<file path="src/rtl/dma_req_pkg.sv">
package dma_req_pkg;

  typedef enum logic [1:0] {
    SRC_AUTO = 2'd0,
    SRC_EXT  = 2'd1,
    SRC_USB  = 2'd2,
    SRC_RSVD = 2'd3
  } reqSrcE;

  typedef enum logic [1:0] {
    MODE_STEAL = 2'd0,
    MODE_BURST = 2'd1,
    MODE_BLOCK = 2'd2,
    MODE_RSVD  = 2'd3
  } busModeE;

  typedef enum logic {
    ST_IDLE = 1'b0,
    ST_WAIT = 1'b1
  } ctlStateE;

  // strobes from control to datapath
  typedef struct packed {
    logic clrPending;
    logic loadCount;
    logic decCount;
  } ctlStrobeS;

endpackage

</file>
<file path="src/rtl/dma_req_dp.sv">
module dma_req_dp
  import dma_req_pkg::*;
#(
  parameter int unsigned CNT_W  = 8,
  parameter int unsigned SYNC_N = 2
) (
  input  logic             clk,
  input  logic             rstN,
  input  logic             chanEnable,
  input  logic             senseEdge,
  input  logic             reqPinN,
  input  logic [CNT_W-1:0] blockSize,
  input  ctlStrobeS        strb,
  output logic             reqLevel,
  output logic             reqEdge,
  output logic             countLast
);

  localparam logic [CNT_W-1:0] ONE = CNT_W'(1);

  logic [SYNC_N-1:0] syncQ;
  logic              prevQ;
  logic              pendQ;
  logic              fallNow;
  logic [CNT_W-1:0]  countQ;

  // synchroniser chain, idle level is high
  always_ff @(posedge clk or negedge rstN) begin
    if (!rstN) begin
      syncQ <= '1;
      prevQ <= 1'b1;
    end else begin
      syncQ <= {syncQ[SYNC_N-2:0], reqPinN};
      prevQ <= syncQ[SYNC_N-1];
    end
  end

  assign fallNow  = prevQ & ~syncQ[SYNC_N-1];
  assign reqLevel = ~syncQ[SYNC_N-1];
  assign reqEdge  = pendQ | fallNow;

  // pending falling edge, kept only while edge sensing is armed
  always_ff @(posedge clk or negedge rstN) begin
    if (!rstN) begin
      pendQ <= 1'b0;
    end else if (!(chanEnable && senseEdge)) begin
      pendQ <= 1'b0;
    end else begin
      pendQ <= (pendQ | fallNow) & ~strb.clrPending;
    end
  end

  // block transfer counter
  always_ff @(posedge clk or negedge rstN) begin
    if (!rstN) begin
      countQ <= '0;
    end else if (strb.loadCount) begin
      countQ <= (blockSize == '0) ? ONE : blockSize;
    end else if (strb.decCount && countQ != '0) begin
      countQ <= countQ - ONE;
    end
  end

  assign countLast = (countQ <= ONE);

endmodule

</file>
<file path="src/rtl/dma_req_ctl.sv">
module dma_req_ctl
  import dma_req_pkg::*;
#(
  parameter int unsigned EP_N = 2
) (
  input  logic            clk,
  input  logic            rstN,
  input  logic            chanEnable,
  input  logic [1:0]      reqSource,
  input  logic [1:0]      busMode,
  input  logic            singleAddr,
  input  logic            senseEdge,
  input  logic            ackEnable,
  input  logic [EP_N-1:0] usbReq,
  input  logic            xferDone,
  input  logic            reqLevel,
  input  logic            reqEdge,
  input  logic            countLast,
  output ctlStrobeS       strb,
  output logic            xferStart,
  output logic            burstStart,
  output logic            ackOut,
  output logic            usbRdEp1,
  output logic            usbWrEp2,
  output logic            busy,
  output logic            cfgError
);

  reqSrcE   src;
  busModeE  mode;
  ctlStateE stateQ;
  logic     illegal, reqAvail, accept, doneInWait;
  logic     blockQ, errQ;
  logic     startQ, burstQ, ackQ, ep1Q, ep2Q;

  assign src  = reqSrcE'(reqSource);
  assign mode = busModeE'(busMode);

  always_comb begin
    illegal = (src == SRC_RSVD) || (mode == MODE_RSVD)
           || (src == SRC_AUTO && mode == MODE_BLOCK)
           || (src == SRC_USB && (mode != MODE_STEAL || singleAddr));
    unique case (src)
      SRC_AUTO: reqAvail = 1'b1;
      SRC_EXT:  reqAvail = senseEdge ? reqEdge : reqLevel;
      SRC_USB:  reqAvail = |usbReq;
      default:  reqAvail = 1'b0;
    endcase
    accept     = (stateQ == ST_IDLE) && chanEnable && !illegal && !errQ && reqAvail;
    doneInWait = (stateQ == ST_WAIT) && xferDone;
    strb.clrPending = accept && (src == SRC_EXT);
    strb.loadCount  = accept && (mode == MODE_BLOCK);
    strb.decCount   = doneInWait && blockQ;
  end

  always_ff @(posedge clk or negedge rstN) begin
    if (!rstN) begin
      stateQ <= ST_IDLE;
      blockQ <= 1'b0;
      startQ <= 1'b0;
      burstQ <= 1'b0;
      ackQ   <= 1'b0;
      ep1Q   <= 1'b0;
      ep2Q   <= 1'b0;
    end else begin
      startQ <= 1'b0;
      burstQ <= 1'b0;
      ackQ   <= 1'b0;
      ep1Q   <= 1'b0;
      ep2Q   <= 1'b0;
      if (accept) begin
        stateQ <= ST_WAIT;
        blockQ <= (mode == MODE_BLOCK);
        if (mode == MODE_BURST) burstQ <= 1'b1;
        else                    startQ <= 1'b1;
        ackQ <= ackEnable && (src == SRC_EXT);
        ep1Q <= (src == SRC_USB) && usbReq[0];
        ep2Q <= (src == SRC_USB) && !usbReq[0] && usbReq[1];
      end else if (doneInWait) begin
        if (blockQ && !countLast) begin
          startQ <= 1'b1;
        end else begin
          stateQ <= ST_IDLE;
          blockQ <= 1'b0;
        end
      end
    end
  end

  // sticky configuration error, released by a legal setting
  always_ff @(posedge clk or negedge rstN) begin
    if (!rstN)                       errQ <= 1'b0;
    else if (chanEnable && illegal)  errQ <= 1'b1;
    else if (!illegal)               errQ <= 1'b0;
  end

  assign xferStart  = startQ;
  assign burstStart = burstQ;
  assign ackOut     = ackQ;
  assign usbRdEp1   = ep1Q;
  assign usbWrEp2   = ep2Q;
  assign busy       = (stateQ == ST_WAIT);
  assign cfgError   = errQ;

endmodule

</file>
<file path="src/rtl/dma_req_ctrl.sv">
module dma_req_ctrl
  import dma_req_pkg::*;
#(
  parameter int unsigned CNT_W = 8
) (
  input  logic             clk,
  input  logic             rstN,
  input  logic             chanEnable,
  input  logic [1:0]       reqSource,
  input  logic [1:0]       busMode,
  input  logic             singleAddr,
  input  logic             senseEdge,
  input  logic             ackEnable,
  input  logic [CNT_W-1:0] blockSize,
  input  logic             reqPinN,
  input  logic [1:0]       usbReq,
  input  logic             xferDone,
  output logic             xferStart,
  output logic             burstStart,
  output logic             ackOut,
  output logic             usbRdEp1,
  output logic             usbWrEp2,
  output logic             busy,
  output logic             cfgError
);

  ctlStrobeS strb;
  logic      reqLevel, reqEdge, countLast;

  dma_req_dp #(.CNT_W(CNT_W), .SYNC_N(2)) u_dp (
    .clk        (clk),
    .rstN       (rstN),
    .chanEnable (chanEnable),
    .senseEdge  (senseEdge),
    .reqPinN    (reqPinN),
    .blockSize  (blockSize),
    .strb       (strb),
    .reqLevel   (reqLevel),
    .reqEdge    (reqEdge),
    .countLast  (countLast)
  );

  dma_req_ctl #(.EP_N(2)) u_ctl (
    .clk        (clk),
    .rstN       (rstN),
    .chanEnable (chanEnable),
    .reqSource  (reqSource),
    .busMode    (busMode),
    .singleAddr (singleAddr),
    .senseEdge  (senseEdge),
    .ackEnable  (ackEnable),
    .usbReq     (usbReq),
    .xferDone   (xferDone),
    .reqLevel   (reqLevel),
    .reqEdge    (reqEdge),
    .countLast  (countLast),
    .strb       (strb),
    .xferStart  (xferStart),
    .burstStart (burstStart),
    .ackOut     (ackOut),
    .usbRdEp1   (usbRdEp1),
    .usbWrEp2   (usbWrEp2),
    .busy       (busy),
    .cfgError   (cfgError)
  );

endmodule

</file>
<file path="config.mk">
export PLATFORM = sky130hd
export DESIGN_NAME = dma_req_ctrl
export DESIGN_NICKNAME = d
export VERILOG_FILES = /design/src/rtl/dma_req_pkg.sv /design/src/rtl/dma_req_dp.sv /design/src/rtl/dma_req_ctl.sv /design/src/rtl/dma_req_ctrl.sv
export SDC_FILE = /design/constraint.sdc
export NUM_CORES = 1
export LEC_CHECK = 0
export CAP_MARGIN = 20
export CELL_PAD_IN_SITES_DETAIL_PLACEMENT = 1
export CELL_PAD_IN_SITES_GLOBAL_PLACEMENT = 1
export CORE_MARGIN = 2
export CORE_UTILIZATION = 45
export DETAILED_ROUTE_END_ITERATION = 12
export DONT_BUFFER_PORTS = 1
export PLACE_DENSITY = 0.75
export SLEW_MARGIN = 20
export SYNTH_ARGS = -nofsm -noshare
export SYNTH_HDL_FRONTEND = slang
export SYNTH_HIERARCHICAL = 1
export SYNTH_SLANG_ARGS = --single-unit
</file>
<file path="constraint.sdc">
create_clock -name clk -period 4.1 [get_ports clk]
set_input_delay 0.82 -clock clk [delete_from_list [all_inputs] [get_ports clk]]
set_output_delay 0.82 -clock clk [all_outputs]
set_load 0.005 [all_outputs]
</file>
### Word level (Yosys, flattened, before mapping)

Cells that the tools add are included.

| storage, ports and cells | value |
|---|---|
| register bits | 20 |
| word-level logic and storage cells | 83 |

| operators by class | value |
|---|---|
| eq/ne operators | 8 |
| bitwise operators | 6 |
| reduce and logical (&&, ||, !) cells | 34 |
| magnitude comparators | 1 |
| mux-type cells | 21 |
| add/subtract/negate cells | 1 |

Operators by type and width:

| kind | count |
|---|---|
| 8-bit two-way mux | 3 |
| 1-bit logical AND | 18 |
| 1-bit two-way mux | 17 |
| 2-bit == test (second input constant) | 4 |
| 8-bit by 1-bit <= comparator with 1-bit output (second input constant) | 1 |
| 8-bit logical NOT | 1 |
| 8-bit nonzero test | 1 |
| 8-bit by 1-bit subtractor with 8-bit output (second input constant) | 1 |
| 2-bit nonzero test | 3 |
| 2-bit by 1-bit == test with 1-bit output (second input constant) | 2 |
| 1-bit logical NOT | 4 |
| 1-bit logical OR | 4 |
| 1-bit inverter | 3 |
| 1-bit one-hot mux with 3 select lines | 1 |
| 1-bit AND | 2 |
| 2-bit logical NOT | 1 |
| 2-bit by 1-bit inequality test with 1-bit output (second input constant) | 1 |
| 2-bit inequality test (second input constant) | 1 |
| 2-bit AND reduction | 1 |
| 2-bit OR reduction | 1 |
| 1-bit OR | 1 |

### Logic depth before layout (Yosys ltp)

Gate-level depths: netlist of run 1.

| logic depth | value |
|---|---|
| word-level depth | 12 |
| gate-level depth with buffers | 10 |
| gate-level depth less buffers | 8 |

### By module

The synthesis of run 1 kept the hierarchy.

Modules (own cells, without submodules):

| module | area an instance (µm²) | instances | cells each |
|---|---|---|---|
| dma_req_dp | 668.1 | 1 | 65 |
| dma_req_ctl | 395.4 | 1 | 39 |

### Worst setup path after synthesis of run 1

No wires, ideal clock.

| path | value |
|---|---|
| kind | input -> register |
| start | input xferDone |
| end | register u_dp.countQ[5] |
| path slack | 1.799 ns |
| arrival | 2.177 ns |
| stages on the path | 6 |
| setup time | 0.125 ns |
| cell sequence | nand3_1 > inv_1 > or4b_4 > a2111oi_2 > xor2_1 > mux2_2 |

RTL lines:

| what | RTL line | source |
|---|---|---|
| start, declared | dma_req_ctrl.sv:17 | `input logic xferDone,` |
| end signal, assigned | dma_req_dp.sv:58 | `countQ <= (blockSize == '0) ? ONE : blockSize;` |
| end signal, assigned | dma_req_dp.sv:60 | `countQ <= countQ - ONE;` |
| end, declared | dma_req_dp.sv:25 | `logic [CNT_W-1:0] countQ;` |

==> impl_metrics.ini, run 1 <==
[synth]
syn-cell-area_um2 = 1060
synth_area_leaders = dfrtp_1, dfstp_2, o21ai_0, ha_1, nand2_1
yosys.area.top_type = dfrtp_1
ys_warn_count = 6
ys_seq_area_share_pct = 47.4
synthArstFlopShare_pct = 100
synth-seq-cells = 20
syn_avg_cell_area_um2 = 10.2
synth_edf_count = 0
synthDominantCellAreaShare_pct = 40.0
ys_types = 42
syn_nets = 129
synth_flop_cell = dfrtp_1
synthCells = 104

[global_route]
grt_overflow = 0
antenna_found_initial = 0
grtUsageTotal_pct = 19.2
grt_pass1_vias = 861
grt_pass1_wl_um = 3860
grt_max_degree = 21

[power_and_ir_drop]
switchingPower_w = 0.000193
leakage_nw = 0.496
internal_power_w = 0.000349
seqPwrFrac_pct = 53.6
powerDensity_nw_per_um2 = 486
power_frac_comb_pct = 29.2
ir_worst_vdd_uv = 249
p_clk_share_pct = 17.3
switching_share_pct = 35.6

[critical_path]
crit_buf_inv = 0
worstPathArrival_ps = 2640
cp_cell_sequence = nor3b_1, a21boi_1, nand3_2, nor2_1, a2111oi_0, a211o_1
reg2reg_from = u_ctl/busy$_DFFE_PN0P_
end_kind = flip-flop
crit_path_max_fanout = 16
r2r-end = u_dp/countQ[6]$_DFFE_PN0P_
required_ps = 4280
cp_slowest_stage_delay_ps = 690
rr_worst_depth = 6
slowest_stage = nor2_1
cp_top_family = simple AND/OR/NAND/NOR gates
critPathLaunch = chanEnable
cp_num_cells = 6
endpoint = u_dp/countQ[6]$_DFFE_PN0P_
crit_type = primary input to flip-flop
cp-start-kind = primary input
rrSetupSlack_ps = 1660

[finish]
diodes = 0
nets = 132
num-fill-cells = 267
syn2layout_area_growth_pct = 5.06
final_cell_mix = dfrtp_1, nand2_1, o21ai_0, nor2_1, inv_1
multi_input_area_um2 = 526
seqCellArea_um2 = 504
layout_commonest_cell = dfrtp_1
stdcell_area_um2 = 1120
final_cell_count_no_fill = 134
drive_gt1_share_pct = 12.3

[clock_tree]
post_cts_buffers = 0
cts.path.max_buffers = 2
cts_tree = done
cts_resized = 0
numCtsBuffers = 3
clk_latency_ps = 290
clkTransAtPathRegs_ps = 110
cts_max_level = 1
clkSinkCount = 20
cts_hold_buf = 0
cts-root-buf = clkbuf_4

[floorplan]
die_h_um = 52.6
dieArea_um2 = 2770
design.core.area_um2 = 2230
start_util_pct = 47.6
die_x_um = 52.6
placementRows = 17
io_pins = 29

[routing]
wl_per_cell_um = 16.5
vias = 767
drc = 0
drtIter0Drc = 3
ant_nets = 0
vias_per_cell = 5.72
drt_wl_total_um = 2210
dr.pass1.iters = 2

[timing]
timing.final.crit_period_ps = 2460
post-route-period-util_pct = 59.9
rsz0062_at_grt = false
fin_tns_setup_ps = 0
hold_viol = 0
worstMarginPinSlew_ps = 870
finalMaxSlewViolations = 0
fmax_ghz = 0.407
finClkSkew_ps = 4.01
final-setup-viol-count = 0
slew_headroom_pct = 41.6

[place]
port_buffers = 0
dp_hpwl_um = 1790
place_area_um2 = 1090
gp_congestion = 0.792
place_inst = 130

[min_path]
hold_class = primary input to async pin

[run_status]
status = completed

[job]
maxCapViolCount = 0
metrics by stage:
step	worst slack (ps)	total power, W	hold slack (ps)	utilization (%)
floorplan	1800	0.000407	345	-
global placement	1480	0.000444	347	48.9
detailed placement	1320	0.000455	350	48.9
CTS	1640	0.000551	196	50.0
global route	1460	0.000592	179	50.0
finish	1640	0.000543	207	50.0
synthesized netlist by cell type, types with 2 or more instances:
cell type and count:
o21ai_0 8, nor2b_1 2, dfstp_2 3, inv_1 7, a21o_1 2, nand2b_1 2
nor3b_1 2, nand3_1 2, nor4b_1 2, nor2_1 7, mux2i_1 3, a21oi_1 3
nor3_1 2, nand2_1 10, ha_1 3, a211oi_1 3, dfrtp_1 17, xnor2_1 2
sequential cells by signal, summed over array words and instances, names as in the netlist:
register,cells
u_ctl/ackOut,1
u_ctl/blockQ,1
u_ctl/burstStart,1
u_ctl/busy,1
u_ctl/cfgError,1
u_ctl/usbRdEp1,1
u_ctl/usbWrEp2,1
u_ctl/xferStart,1
u_dp/countQ,8
u_dp/pendQ,1
u_dp/prevQ,1
u_dp/syncQ,2
kinds of logic (layout without fill, tap and decap cells):
kind of cell,after synthesis,count (layout),synth area share (%)
compound gates,26,26,17.2
simple gates,39,39,22.4
buf+inv,9,11,3.18
fa+ha+maj,3,3,3.53
xor+xnor,3,3,2.47
flops,20,20,47.4
mux,4,4,3.88
how the worst min path moves through the flow:
stage	from	to	slack (ps)
global route	rstN	u_dp/countQ[5]$_DFFE_PN0P_	180
CTS	rstN	u_ctl/usbRdEp1$_DFF_PN0_	200
finish	rstN	u_dp/countQ[3]$_DFFE_PN0P_	210
detailed placement	u_dp/syncQ[0]$_DFF_PN1_	u_dp/syncQ[1]$_DFF_PN1_	350
floorplan	u_dp/syncQ[0]$_DFF_PN1_	u_dp/syncQ[1]$_DFF_PN1_	350
global placement	u_dp/syncQ[0]$_DFF_PN1_	u_dp/syncQ[1]$_DFF_PN1_	350
worst reg2reg max path, cell delays in order, from the launching register on:
cell       delay (ps)
dfrtp_1           450
nor3b_1           300
a21boi_1          270
nand3_2           170
nor2_1            690
a2111oi_0         170
a211o_1           280
layout make-up:
type | instances | area share (%)
well taps | 28 | 3.14
inverters | 7 | 2.35
multi-input cells | 75 | 47.0
clock buffers | 4 | 2.35
flip-flops and latches | 20 | 45.1
power groups by stage:
stage                     combinational [W]  sequential [W]  clock (W)
after detailed placement           0.000160        0.000295          0
after global placement             0.000151        0.000293          0
after global routing               0.000184        0.000300   0.000108
final                              0.000158        0.000291  0.0000937
after CTS                          0.000161        0.000292  0.0000977
after floorplan                    0.000124        0.000283          0
layer usage:
layer	global-route usage [%]	wire length, um
met1	24.0	945
met2	33.1	1160
met3	2.57	86
met4	7.69	17
met5	0	0
Power figures use the tool's default switching activity.
==> run 2, diff against run 1 <==
==> constraint.sdc (replaced) <==
create_clock -name clk -period 2.5 [get_ports clk]
set_input_delay 0.5 -clock clk [delete_from_list [all_inputs] [get_ports clk]]
set_output_delay 0.5 -clock clk [all_outputs]
set_load 0.005 [all_outputs]
==> run 2 against run 1 <==
Effect of this change: core utilization is 2.7 points higher; global-route usage is 0.47 points higher; sequential share of layout area is 2.3 points lower; die area stayed put; combinational power is 70% higher; sequential power is 66% higher; critical endpoint is now u_dp/countQ[5]$_DFFE_PN0P_; register-to-register slack worse by 1200 ps; critical path type is now flip-flop to flip-flop; critical path depth stayed put; flip-flop and latch count stayed put.
==> impl_metrics.ini, run 2 (same netlist as run 1, synthesis figures left out) <==
[global_route]
grt_max_degree = 18
grt_pass1_wl_um = 3880
antenna_found_initial = 0
grtUsageTotal_pct = 19.7
grt_pass1_vias = 855
grt_overflow = 0

[floorplan]
die_h_um = 52.6
placementRows = 17
design.core.area_um2 = 2230
io_pins = 29
dieArea_um2 = 2770
die_x_um = 52.6
start_util_pct = 47.6

[routing]
drtIter0Drc = 5
wl_per_cell_um = 16.7
ant_nets = 0
dr.pass1.iters = 3
drc = 0
vias = 781
vias_per_cell = 5.66
drt_wl_total_um = 2310

[power_and_ir_drop]
switchingPower_w = 0.000332
seqPwrFrac_pct = 47.5
p_clk_share_pct = 26.0
power_frac_comb_pct = 26.5
internal_power_w = 0.000684
ir_worst_vdd_uv = 455
leakage_nw = 0.528
powerDensity_nw_per_um2 = 863
switching_share_pct = 32.7
p_total_w = 0.00102

[timing]
finClkSkew_ps = 3.84
post-route-period-util_pct = 81.8
finalMaxSlewViolations = 0
final-setup-viol-count = 0
hold_viol = 0
worstMarginPinSlew_ps = 817
rsz0062_at_grt = false
slew_headroom_pct = 45.3
layout_setup_ws_ps = 454
timing.final.crit_period_ps = 2050
fin_tns_setup_ps = 0
fmax_ghz = 0.489

[place]
place_area_um2 = 1110
gp_congestion = 0.856
dp_hpwl_um = 1760
dp_slack_ps = 414
port_buffers = 0
place_inst = 132

[critical_path]
r2r-end = u_dp/countQ[5]$_DFFE_PN0P_
rr_worst_depth = 6
reg2reg_from = u_ctl/busy$_DFFE_PN0P_
end_kind = flip-flop
crit_path_max_fanout = 5
crit_type = flip-flop to flip-flop
cp-start-kind = flip-flop
rrSetupSlack_ps = 450
required_ps = 2700
worstPathArrival_ps = 2250

[min_path]
hold_class = primary input to flip-flop
worstHoldStart = reqPinN
whs_path_depth = 0
min_to = u_dp/syncQ[0]$_DFF_PN1_

[job]
maxCapViolCount = 0

[clock_tree]
cts_max_level = 1
numCtsBuffers = 3
cts_tree = done
cts_resized = 0
post_cts_buffers = 0
clkSinkCount = 20
clk_latency_ps = 300
cts.path.max_buffers = 2
cts-root-buf = clkbuf_4
cts_hold_buf = 1
clkTransAtPathRegs_ps = 120

[finish]
final_cell_mix = dfrtp_1, nand2_1, o21ai_0, nor2_1, inv_1
nets = 136
drive_gt1_share_pct = 14.5
layout_commonest_cell = dfrtp_1
largest_register_ffs = 8
diodes = 0
stdcell_area_um2 = 1180
largest_register = u_dp/countQ
syn2layout_area_growth_pct = 10.8
largestRegisters = u_dp/countQ x8, u_dp/syncQ x2
final_cell_count_no_fill = 138
num-fill-cells = 262

[run_status]
status = completed
[run 2: cell type report]
| cell class | count | area, um2 | share of cell area, % |
|---|---|---|---|
| multi-input cells | 75 | 526 | 44.6 |
| well taps | 28 | 35.0 | 2.97 |
| flip-flops and latches | 20 | 504 | 42.8 |
| inverters | 7 | 26.3 | 2.23 |
| repair buffers | 4 | 35.0 | 2.97 |
| clock buffers | 3 | 22.5 | 1.91 |
| clock inverters | 1 | 30.0 | 2.55 |
[run 2: how the worst max path moves through the flow]
| stage | startpoint | end | slack, ps |
|---|---|---|---|
| 2_1_floorplan | xferDone | u_dp/countQ[5]$_DFFE_PN0P_ | 520 |
| 3_5_place_dp | xferDone | u_dp/countQ[5]$_DFFE_PN0P_ | 410 |
| 4_1_cts | u_ctl/busy$_DFFE_PN0P_ | u_dp/countQ[5]$_DFFE_PN0P_ | 440 |
| 6_report | u_ctl/busy$_DFFE_PN0P_ | u_dp/countQ[5]$_DFFE_PN0P_ | 450 |
| 5_1_grt | u_ctl/busy$_DFFE_PN0P_ | u_dp/countQ[5]$_DFFE_PN0P_ | 310 |
| 3_3_place_gp | xferDone | u_dp/countQ[5]$_DFFE_PN0P_ | 460 |
[run 2: critical path, stage by stage (launching register included)]
cell       delay [ps]
dfrtp_1           450
nand3_1           120
inv_1             120
or4b_4            510
a2111oi_2         380
xor2_1            110
mux2_2            270
[run 2: power groups by stage]
| stage | Sequential [W] | Combinational, W | Clock (W) |
|---|---|---|---|
| 2_1_floorplan | 0.000464 | 0.000203 | 0 |
| 3_3_place_gp | 0.000484 | 0.000250 | 0 |
| 3_5_place_dp | 0.000489 | 0.000261 | 0 |
| 4_1_cts | 0.000484 | 0.000270 | 0.000271 |
| 5_1_grt | 0.000496 | 0.000306 | 0.000281 |
| 6_report | 0.000483 | 0.000269 | 0.000264 |
[run 2: through the flow]
stage	util [%]	hold WS, ps
after floorplan	-	204
after global placement	49.5	205
after detailed placement	49.5	205
after CTS	52.3	6.23
after global routing	52.8	154
final	52.8	177
[run 2: routing by layer]
layer	global-route usage, %	wire length [um]	up-vias
li1	-	-	387
met1	22.5	934	372
met2	34.8	1230	18
met3	4.00	96	4
met4	8.97	46	0
met5	0	0	-
